$ cat src/rtl/phase_rotor_pkg.sv
package phase_rotor_pkg;
  localparam int MAX_PHASES = 6;
  localparam int CNT_W = $clog2(MAX_PHASES + 1);

  typedef struct packed {
    logic fire;
    logic wrap;
  } rotStrobe_t;
endpackage

$ cat src/rtl/phase_rotor_ctrl.sv
module phase_rotor_ctrl
  import phase_rotor_pkg::*;
#(
  parameter int PHASES = MAX_PHASES,
  parameter int CW = CNT_W
) (
  input  logic                 clk,
  input  logic                 rstN,
  input  logic                 tick,
  input  logic [PHASES-3:0]    strapHi,
  output logic [CW-1:0]        phaseCount,
  output logic [CW-1:0]        stepIdx,
  output rotStrobe_t           strobe
);
  localparam int STRAP_W = PHASES - 2;

  logic [CW-1:0] strapCount;

  // lowest strapped pin wins: scan downward so the last hit is the lowest
  always_comb begin
    strapCount = CW'(PHASES);
    for (int k = STRAP_W - 1; k >= 0; k--) begin
      if (strapHi[k]) strapCount = CW'(k + 2);
    end
  end

  always_comb begin
    strobe.fire = tick;
    strobe.wrap = (stepIdx == phaseCount - CW'(1));
  end

  always_ff @(posedge clk) begin
    if (!rstN) begin
      phaseCount <= strapCount;
      stepIdx    <= '0;
    end else if (strobe.fire) begin
      stepIdx <= strobe.wrap ? '0 : stepIdx + CW'(1);
    end
  end
endmodule

$ cat src/rtl/phase_rotor_dp.sv
module phase_rotor_dp
  import phase_rotor_pkg::*;
#(
  parameter int PHASES = MAX_PHASES,
  parameter int CW = CNT_W
) (
  input  logic              clk,
  input  logic              rstN,
  input  rotStrobe_t        strobe,
  input  logic [CW-1:0]     stepIdx,
  input  logic [CW-1:0]     phaseCount,
  input  logic              boostReq,
  output logic [PHASES-1:0] phaseSel,
  output logic [PHASES-1:0] allOnVec
);
  logic [PHASES-1:0] activeMask;
  logic [PHASES-1:0] hitVec;
  logic [CW-1:0]     slot;

  // four-phase rotation interleaves as 1,3,4,2; others are sequential
  always_comb begin
    slot = stepIdx;
    if (phaseCount == CW'(4)) begin
      case (stepIdx)
        CW'(0):  slot = CW'(0);
        CW'(1):  slot = CW'(2);
        CW'(2):  slot = CW'(3);
        default: slot = CW'(1);
      endcase
    end
  end

  for (genvar i = 0; i < PHASES; i++) begin : g_lane
    assign activeMask[i] = (CW'(i) < phaseCount);
    assign hitVec[i]     = (slot == CW'(i)) && activeMask[i];
  end

  always_ff @(posedge clk) begin
    if (!rstN) begin
      phaseSel <= '0;
      allOnVec <= '0;
    end else begin
      phaseSel <= strobe.fire ? hitVec : '0;
      allOnVec <= boostReq ? activeMask : '0;
    end
  end
endmodule

$ cat src/rtl/phase_rotor.sv
module phase_rotor
  import phase_rotor_pkg::*;
#(
  parameter int PHASES = MAX_PHASES,
  parameter int CW = CNT_W
) (
  input  logic              clk,
  input  logic              rstN,
  input  logic              tick,
  input  logic [PHASES-3:0] strapHi,
  input  logic              boostReq,
  output logic [PHASES-1:0] phaseSel,
  output logic [CW-1:0]     phaseCount,
  output logic [PHASES-1:0] allOnVec
);
  rotStrobe_t    strobe;
  logic [CW-1:0] stepIdx;

  phase_rotor_ctrl #(.PHASES(PHASES), .CW(CW)) ctrl_i (
    .clk(clk), .rstN(rstN), .tick(tick), .strapHi(strapHi),
    .phaseCount(phaseCount), .stepIdx(stepIdx), .strobe(strobe)
  );

  phase_rotor_dp #(.PHASES(PHASES), .CW(CW)) dp_i (
    .clk(clk), .rstN(rstN), .strobe(strobe), .stepIdx(stepIdx),
    .phaseCount(phaseCount), .boostReq(boostReq),
    .phaseSel(phaseSel), .allOnVec(allOnVec)
  );
endmodule

$ cat config.mk
export PLATFORM = sky130hd
export DESIGN_NAME = phase_rotor
export DESIGN_NICKNAME = d
export VERILOG_FILES = /design/src/rtl/phase_rotor_pkg.sv /design/src/rtl/phase_rotor_ctrl.sv /design/src/rtl/phase_rotor_dp.sv /design/src/rtl/phase_rotor.sv
export SDC_FILE = /design/constraint.sdc
export NUM_CORES = 1
export LEC_CHECK = 0
export ABC_AREA = 1
export ABC_CLOCK_PERIOD_IN_PS = 1600
export BUFFER_PORTS_ARGS = -buffer_cell sky130_fd_sc_hd__buf_4
export CAP_MARGIN = 10
export CORE_MARGIN = 5
export CORE_UTILIZATION = 50
export CTS_BUF_LIST = sky130_fd_sc_hd__clkbuf_8 sky130_fd_sc_hd__clkbuf_16
export DETAILED_ROUTE_END_ITERATION = 7
export HOLD_SLACK_MARGIN = 0.1
export PLACE_DENSITY = 0.76
export SETUP_SLACK_MARGIN = 0.4
export SLEW_MARGIN = 20
export SYNTH_ARGS = -nofsm -noshare
export SYNTH_HDL_FRONTEND = slang
export SYNTH_HIERARCHICAL = 1
export SYNTH_SLANG_ARGS = --single-unit
export TNS_END_PERCENT = 30
$ cat constraint.sdc
create_clock -name clk -period 1.6 [get_ports clk]
set_input_delay 0.08 -clock clk [delete_from_list [all_inputs] [get_ports clk]]
set_output_delay 0.08 -clock clk [all_outputs]
set_load 0.005 [all_outputs]
Word level (Yosys, flattened, before mapping)
Index checks and enable logic that the tools add are counted.
W data, S select, Z words.

cells by class
  eq/ne operators = 9
  reductions and logical operators = 11
  add/sub/neg operators = 2
  multiplexer cells = 6
  magnitude comparators = 6

operators with widths
  operator               count
  $eq A3 B2 Y1 const B   3
  $eq A3 B3 Y1 const B   3
  $eq A3 B1 Y1 const B   2
  $logic_and A1 B1 Y1    6
  $logic_not A3 Y1       2
  $lt A1 B3 Y1 const A   2
  $lt A2 B3 Y1 const A   2
  $lt A3 B3 Y1 const A   2
  $mux W3                2
  $pmux W2 S3            1
  $mux W2                2
  $reduce_and A2 Y1      2
  $add A3 B1 Y3 const B  1
  $eq A3 B3 Y1           1
  $sub A3 B1 Y3 const B  1
  $reduce_or A2 Y1       1
  $mux W1                1

storage, ports and cells
  flip-flop bits (word level) = 18
  word-level logic and storage cells = 39
  output and inout bits = 15
  bits of input ports = 8

Logic depth before layout (Yosys ltp)
Gate-level depths: netlist of run 1.

  word-level depth = 5
  mapped depth = 10
  depth with buffers taken out = 10

Modules after synthesis
Netlist of run 1, hierarchy kept.

by module, submodules not included
  module            sequential area each (µm²)  instances  area an instance (µm²)  cells an instance
  phase_rotor_dp    240.2                       1          498.0                   60
  phase_rotor_ctrl  150.1                       1          366.6                   48

Least setup slack after synthesis of run 1
No wires, ideal clock.

  path kind = reg2reg
  from = register ctrl_i.phaseCount[1]
  to = register ctrl_i.stepIdx[0]
  setup slack = 263 ps
  arrival = 1,221 ps
  buffers on the path = 0
  cell stages (with the launch flop) = 10
  setup time = 116 ps
  required time = 1,484 ps
  period minus slack after synthesis = 1,337 ps
  cell sequence = edfxtp_1 -> inv_1 -> ha_1 -> inv_1 -> nand2_1 -> nand2_1 -> nor2_2 -> nand3_2 -> nand2_2 -> nor2_1

on the way
  cells in the longest elaborated chain, start to end = 3

RTL lines
  element                 RTL line                source
  start, declared         phase_rotor_ctrl.sv:11  output logic [CW-1:0] phaseCount,
  start signal, assigned  phase_rotor_ctrl.sv:34  phaseCount <= strapCount;
  $sub A3 B1 Y3           phase_rotor_ctrl.sv:29  strobe.wrap = (stepIdx == phaseCount - CW'(1));
  $eq A3 B3 Y1            phase_rotor_ctrl.sv:29
  $mux W3                 phase_rotor_ctrl.sv:37  stepIdx <= strobe.wrap ? '0 : stepIdx + CW'(1);
  end signal, assigned    phase_rotor_ctrl.sv:37
  end, declared           phase_rotor_ctrl.sv:12  output logic [CW-1:0] stepIdx,

No other way between the ends.
A chain may end at the register's enable or synchronous reset.

Worst setup path after layout of run 1
  from = register ctrl_i.phaseCount[0]
  to = register dp_i.phaseSel[0]

on the way
  cells in the longest elaborated chain, start to end = 4
  elaborated cells on any way between the ends = 5
  classes of those cells = 1 x order compare; 1 x eq/ne; 1 x mux; 2 x reduce/logical

RTL lines
  element                  RTL line              source
  $eq A3 B3 Y1             phase_rotor_dp.sv:23  if (phaseCount == CW'(4)) begin
  $mux W3                  phase_rotor_dp.sv:23
  $logic_not A3 Y1         phase_rotor_dp.sv:35  assign hitVec[i] = (slot == CW'(i)) && activeMask[i];
  $logic_and A1 B1 Y1 (*)  phase_rotor_dp.sv:35
  end signal, assigned     phase_rotor_dp.sv:43  phaseSel <= strobe.fire ? hitVec : '0;
  end, declared            phase_rotor_dp.sv:13  output logic [PHASES-1:0] phaseSel,

Mark *: on every way between the ends. The rest lies on a longest branch, timed or not.

==> impl_metrics.csv, run 1 <==
group,metric,value,unit
outcome,outcome,"finished clean",
power,comb_power_share,0.214,
finish,fin_nets,154,
power,p_sw_frac,0.257,
grt,grt_overflow,0,
clock_network,tritoncts,"done",
power,seqPwrFrac,0.458,
timing,fin_crit_sh,0.801,
drt,ant_nets,0,
setup_path,crit_arrival,1.42,ns
finish,diodes,0,
setup_path,worst-r2r-setup-slack,0.32,ns
grt,grt_first_pass_wirelength,2.77,mm
placement,place_congestion,0.847,
power,internal_power,0.824,mW
min_path,hold_path_depth,2,
timing,rsz0062_at_grt,"yes",
power,powerDensity,918,nW/µm²
setup_path,critical_path_class,"reg2reg",
clock_network,cts.sinks,18,
finish,drive_above_1_share,0.385,
clock_network,cts-htree-levels,1,
setup_path,reg2reg_from,"ctrl_i/phaseCount[0]$_SDFFCE_PP0N_",
die,fp.dieW,51.4,µm
synthesis,synth_area,857,µm²
timing,hold_viol,0,
clock_network,cts.reportedPaths.clkPinSlew,0.07,ns
die,initial_core_util,0.513,
finish,area_growth,40.9,%
synthesis,synthCells,107,
timing,slew_violations,0,
timing,worst_slew_pin_slew,0.353,ns
drt,drtPass1Iterations,5,
setup_path,cp-start-kind,"register",
power,p_leak,0.593,nW
finish,final_common_cell,"buf_4",
drt,vias,769,
min_path,hp-class,"in2reg",
die,io_pins,23,
setup_path,crit_path_max_fanout,3,
timing,fin_worst_skew,0.00439,ns
finish,fill_cells,125,
timing,relSlewSlack,0.764,
placement,portBuffers,22,
timing,fin_ws,0.319,ns
die,core,1670,µm²
clock_network,cts_root_buffer,"clkbuf_8",
power,power.switching,0.285,mW
timing,fin_setup_tns,0,ns
die,rows,15,
timing,finalCriticalPeriod,1.28,ns
finish,layout_common_cells,"buf_4 (30), nand2_1 (21), nor2_1 (16)",
synthesis,synth.net_count,117,
synthesis,syn_avg_cell_area,8.01,µm²
placement,place_hpwl,1.28,mm
min_path,hp-start,"strapHi[0]",
drt,via_per_inst,4.81,
die,dieArea,2640,µm²
setup_path,critPathCaptureType,"register",
placement,pre_cts_ws,0.356,ns
timing,fmaxAchievable,0.780,GHz
clock_network,numCtsBuffers,3,
drt,drc,0,
setup_path,crit_start,"ctrl_i/phaseCount[0]$_SDFFCE_PP0N_",
min_path,hold_end,"ctrl_i/phaseCount[0]$_SDFFCE_PP0N_",
power,peakVddDrop,703,µV
timing,holdWs,0.105,ns
grt,grt_max_degree,12,
setup_path,r2r_cells,5,
clock_network,clock_latency,0.25,ns
drt,routedWlPerCell,11.1,µm
power,power_frac_clock,0.328,
run,maxCapViolCount,0,
setup_path,required,1.74,ns
grt,grt_pass1_vias,719,
synthesis,synth_warnings,6,
drt,wirelength,1.77,mm
die,fp.dieH,51.4,µm
clock_network,clockBufferDepth,2,
grt,antenna_found_initial,0,
timing,setup-violations-final,0,
drt,drtIter0Drc,11,
setup_path,r2r_end,"dp_i/phaseSel[0]$_SDFF_PN0_",
grt,gr-usage-all-layers,0.140,
==> final cells by class <==
type                       count  area (µm²)  area share
clock buffer                   4        55.1      0.0456
inverter                      18        67.6      0.0560
multi-input combinational     69         395       0.327
sequential                    18         390       0.323
tap                           17        21.3      0.0176
timing repair buffer          34         278       0.230
==> worst max-delay path, stage by stage, from the launching register on <==
cell	delay (ns)
edfxtp_1	0.42
buf_6	0.14
buf_4	0.13
or2_2	0.29
nor2_1	0.13
nor3_1	0.06
==> sequential cells by signal, summed over array words and instances, names as in the netlist <==
name	flops
dp_i/allOnVec	6
dp_i/phaseSel	6
ctrl_i/phaseCount	3
ctrl_i/stepIdx	3
==> metal layers <==
| layer | vias up | GRT usage | wire length, µm |
|---|---|---|---|
| li1 | 403 | - | - |
| met1 | 335 | 0.153 | 669 |
| met2 | 26 | 0.248 | 925 |
| met3 | 5 | 0.0292 | 127 |
| met4 | 0 | 0.0786 | 46 |
| met5 | - | 0 | 0 |
==> metrics by stage <==
stage	power, mW	cells	cell area [µm²]	utilization
after floorplan	0.639	107	857	-
after global placement	0.703	146	1040	0.622
after detailed placement	0.707	146	1040	0.622
after CTS	1.08	153	1130	0.678
after global routing	1.17	160	1210	0.723
final	1.11	160	1210	0.723
==> repair_timing <==
item,4_1_cts,5_1_grt
pin swaps,3,10
setup buffers,2,7
resized for setup,3,4
endpoints found under the hold margin,2,0
endpoints found under the setup margin,7,10
hold buffers,1,0
==> power groups by stage <==
stage	Combinational, mW	Sequential [mW]	Clock (mW)
2_1_floorplan	0.119	0.520	0
3_3_place_gp	0.184	0.519	0
3_5_place_dp	0.186	0.521	0
4_1_cts	0.200	0.512	0.365
5_1_grt	0.267	0.511	0.395
6_report	0.237	0.508	0.364
==> worst max-delay path by stage <==
stage                                endpoint  slack [ns]  cells past startpoint
6_report          dp_i/phaseSel[0]$_SDFF_PN0_        0.32                      5
4_1_cts        ctrl_i/stepIdx[1]$_SDFFE_PN0P_        0.36                      9
3_3_place_gp   ctrl_i/stepIdx[1]$_SDFFE_PN0P_        0.37                      8
2_1_floorplan  ctrl_i/stepIdx[0]$_SDFFE_PN0P_        0.28                      9
3_5_place_dp   ctrl_i/stepIdx[1]$_SDFFE_PN0P_        0.36                      8
5_1_grt           dp_i/phaseSel[3]$_SDFF_PN0_        0.27                      6
(Power assumes the default switching activity.)
==> run 2: changes to the inputs <==
--- a/config.mk
+++ b/config.mk
@@ -6,7 +6,7 @@
 export NUM_CORES = 1
 export LEC_CHECK = 0
 export ABC_AREA = 1
-export ABC_CLOCK_PERIOD_IN_PS = 1600
+export ABC_CLOCK_PERIOD_IN_PS = 1270
 export BUFFER_PORTS_ARGS = -buffer_cell sky130_fd_sc_hd__buf_4
 export CAP_MARGIN = 10
 export CORE_MARGIN = 5
==> constraint.sdc (replaced) <==
create_clock -name clk -period 1.27 [get_ports clk]
set_input_delay 0.0635 -clock clk [delete_from_list [all_inputs] [get_ports clk]]
set_output_delay 0.0635 -clock clk [all_outputs]
set_load 0.005 [all_outputs]
==> impl_metrics.csv, run 2 (synthesized netlist as in run 1, its figures left out) <==
group,metric,value,unit
placement,pre_cts_ws,0.0255,ns
clock_network,numCtsBuffers,3,
power,peakVddDrop,732,µV
timing,setup-violations-final,0,
finish,regArea,390,µm²
clock_network,cts.reportedPaths.clkPinSlew,0.07,ns
min_path,hp-class,"in2reg",
grt,grt_overflow,0,
power,internal_power,0.959,mW
timing,relSlewSlack,0.820,
drt,via_per_inst,4.94,
timing,fin_ws,0.00207,ns
setup_path,crit_arrival,1.41,ns
run,maxCapViolCount,0,
drt,drc,0,
placement,place_area,1060,µm²
clock_network,clock_latency,0.25,ns
die,fp.dieH,51.4,µm
setup_path,cp-start-kind,"register",
finish,top_regs,"dp_i/allOnVec (6), dp_i/phaseSel (6)",
setup_path,worst-r2r-setup-slack,0.002,ns
die,io_pins,23,
setup_path,critical_path.cell_chain,"inv_2 -> ha_4 -> nand2_1 -> nand2_2 -> nor2_2 -> nand3_2 -> nand2_2 -> nor2_1",
power,comb_power_share,0.217,
setup_path,critical_path.top_delay_family,"simple AND/OR/NAND/NOR gates",
finish,drive_above_1_share,0.374,
power,power.switching,0.354,mW
clock_network,tritoncts,"done",
clock_network,cts.sinks,18,
die,dieArea,2640,µm²
finish,area_growth,35.3,%
grt,gr-usage-all-layers,0.147,
grt,grt_pass1_vias,749,
timing,rsz0062_at_grt,"yes",
finish,diodes,0,
die,rows,15,
clock_network,clockBufferDepth,2,
finish,multi_input_area,400,µm²
die,fp.dieW,51.4,µm
clock_network,cts_root_buffer,"clkbuf_8",
drt,vias,771,
power,seqPwrFrac,0.485,
setup_path,required,1.41,ns
setup_path,crit_buf_inv,1,
setup_path,cpMaxStageDelayCell,"edfxtp_1",
finish,final_common_cell,"buf_4",
setup_path,critPathCaptureType,"register",
grt,grt_max_degree,11,
placement,place_hpwl,1.26,mm
finish,design_area,1160,µm²
die,core,1670,µm²
timing,worst_slew_pin_slew,0.269,ns
power,p_leak,0.568,nW
power,total_power,1.31,mW
placement,place_congestion,0.806,
power,power_frac_clock,0.298,
finish,fill_cells,137,
timing,fmaxAchievable,0.789,GHz
clock_network,cts-htree-levels,1,
timing,slew_violations,0,
setup_path,cpMostUsedCell,"nand2_2",
setup_path,crit_path_max_fanout,2,
power,p_sw_frac,0.270,
drt,drtIter0Drc,21,
drt,drtPass1Iterations,4,
finish,layout_common_cells,"buf_4 (27), nand2_1 (20), inv_1 (16)",
placement,portBuffers,22,
drt,ant_nets,0,
timing,fin_crit_sh,0.998,
finish,fin_nets,150,
setup_path,slowest_delay,0.41,ns
grt,grt_first_pass_wirelength,2.93,mm
timing,hold_viol,0,
power,powerDensity,1130,nW/µm²
grt,antenna_found_initial,0,
outcome,outcome,"finished clean",
drt,routedWlPerCell,11.1,µm
setup_path,critical_path_class,"reg2reg",
timing,fin_worst_skew,0.00421,ns
drt,wirelength,1.74,mm
timing,finalCriticalPeriod,1.27,ns
die,initial_core_util,0.513,
## run 2: changes by cell type in the layout (fill, tap and decap cells not counted), sizes merged
cell | before | now
inv | 18 | 19
buf | 33 | 29
clkbuf | 4 | 3
## run 2: final cells by class
cell class,count,share of cell area
well taps,17,0.0183
clock inverters,1,0.00324
repair buffers,30,0.203
multi-input cells,69,0.345
flip-flops and latches,18,0.337
clock buffers,3,0.0356
inverters,18,0.0583
## run 2: through the flow
stage          TNS [ns]  hold WS (ns)   util  instances
3_3_place_gp          0         0.323  0.636        149
6_report              0        0.0998  0.694        156
3_5_place_dp          0         0.328  0.636        149
5_1_grt          -0.353        0.0997  0.694        156
2_1_floorplan    -0.147         0.192      -        107
4_1_cts               0        0.0687  0.681        155
## run 2: power by group through the flow
| stage | clock network (mW) | registers, mW | logic [mW] |
|---|---|---|---|
| after floorplan | 0 | 0.654 | 0.150 |
| after global placement | 0 | 0.647 | 0.243 |
| after detailed placement | 0 | 0.648 | 0.252 |
| after CTS | 0.400 | 0.635 | 0.267 |
| after global routing | 0.424 | 0.642 | 0.314 |
| final | 0.391 | 0.637 | 0.285 |
## run 2: worst paths after layout
path / from / to / cells after the start
worst max-delay path: ctrl_i/phaseCount[0]$_SDFFCE_PP0N_ / ctrl_i/stepIdx[0]$_SDFFE_PN0P_ / 8
worst min register to register: ctrl_i/stepIdx[2]$_SDFFE_PN0P_ / dp_i/phaseSel[4]$_SDFF_PN0_ / 2
worst min-delay path: strapHi[1] / ctrl_i/phaseCount[2]$_SDFFCE_PP0N_ / 2
worst max register to register: ctrl_i/phaseCount[0]$_SDFFCE_PP0N_ / ctrl_i/stepIdx[0]$_SDFFE_PN0P_ / 8
## run 2: repair_timing
item | 4_1_cts | 5_1_grt
hold buffers | 1 | 1
gates cloned | 0 | 0
pin swaps | 2 | 7
endpoints found under the setup margin | 16 | 17
gates resized for setup | 1 | 10
buffers inserted | 1 | 0
endpoints found under the hold margin | 5 | 3
## run 2: layer usage
layer,up-vias,track usage,part of all wire
met3,8,0.0292,0.078
met1,335,0.163,0.40
li1,392,-,-
met5,-,0,0
met2,36,0.252,0.49
met4,0,0.0917,0.026
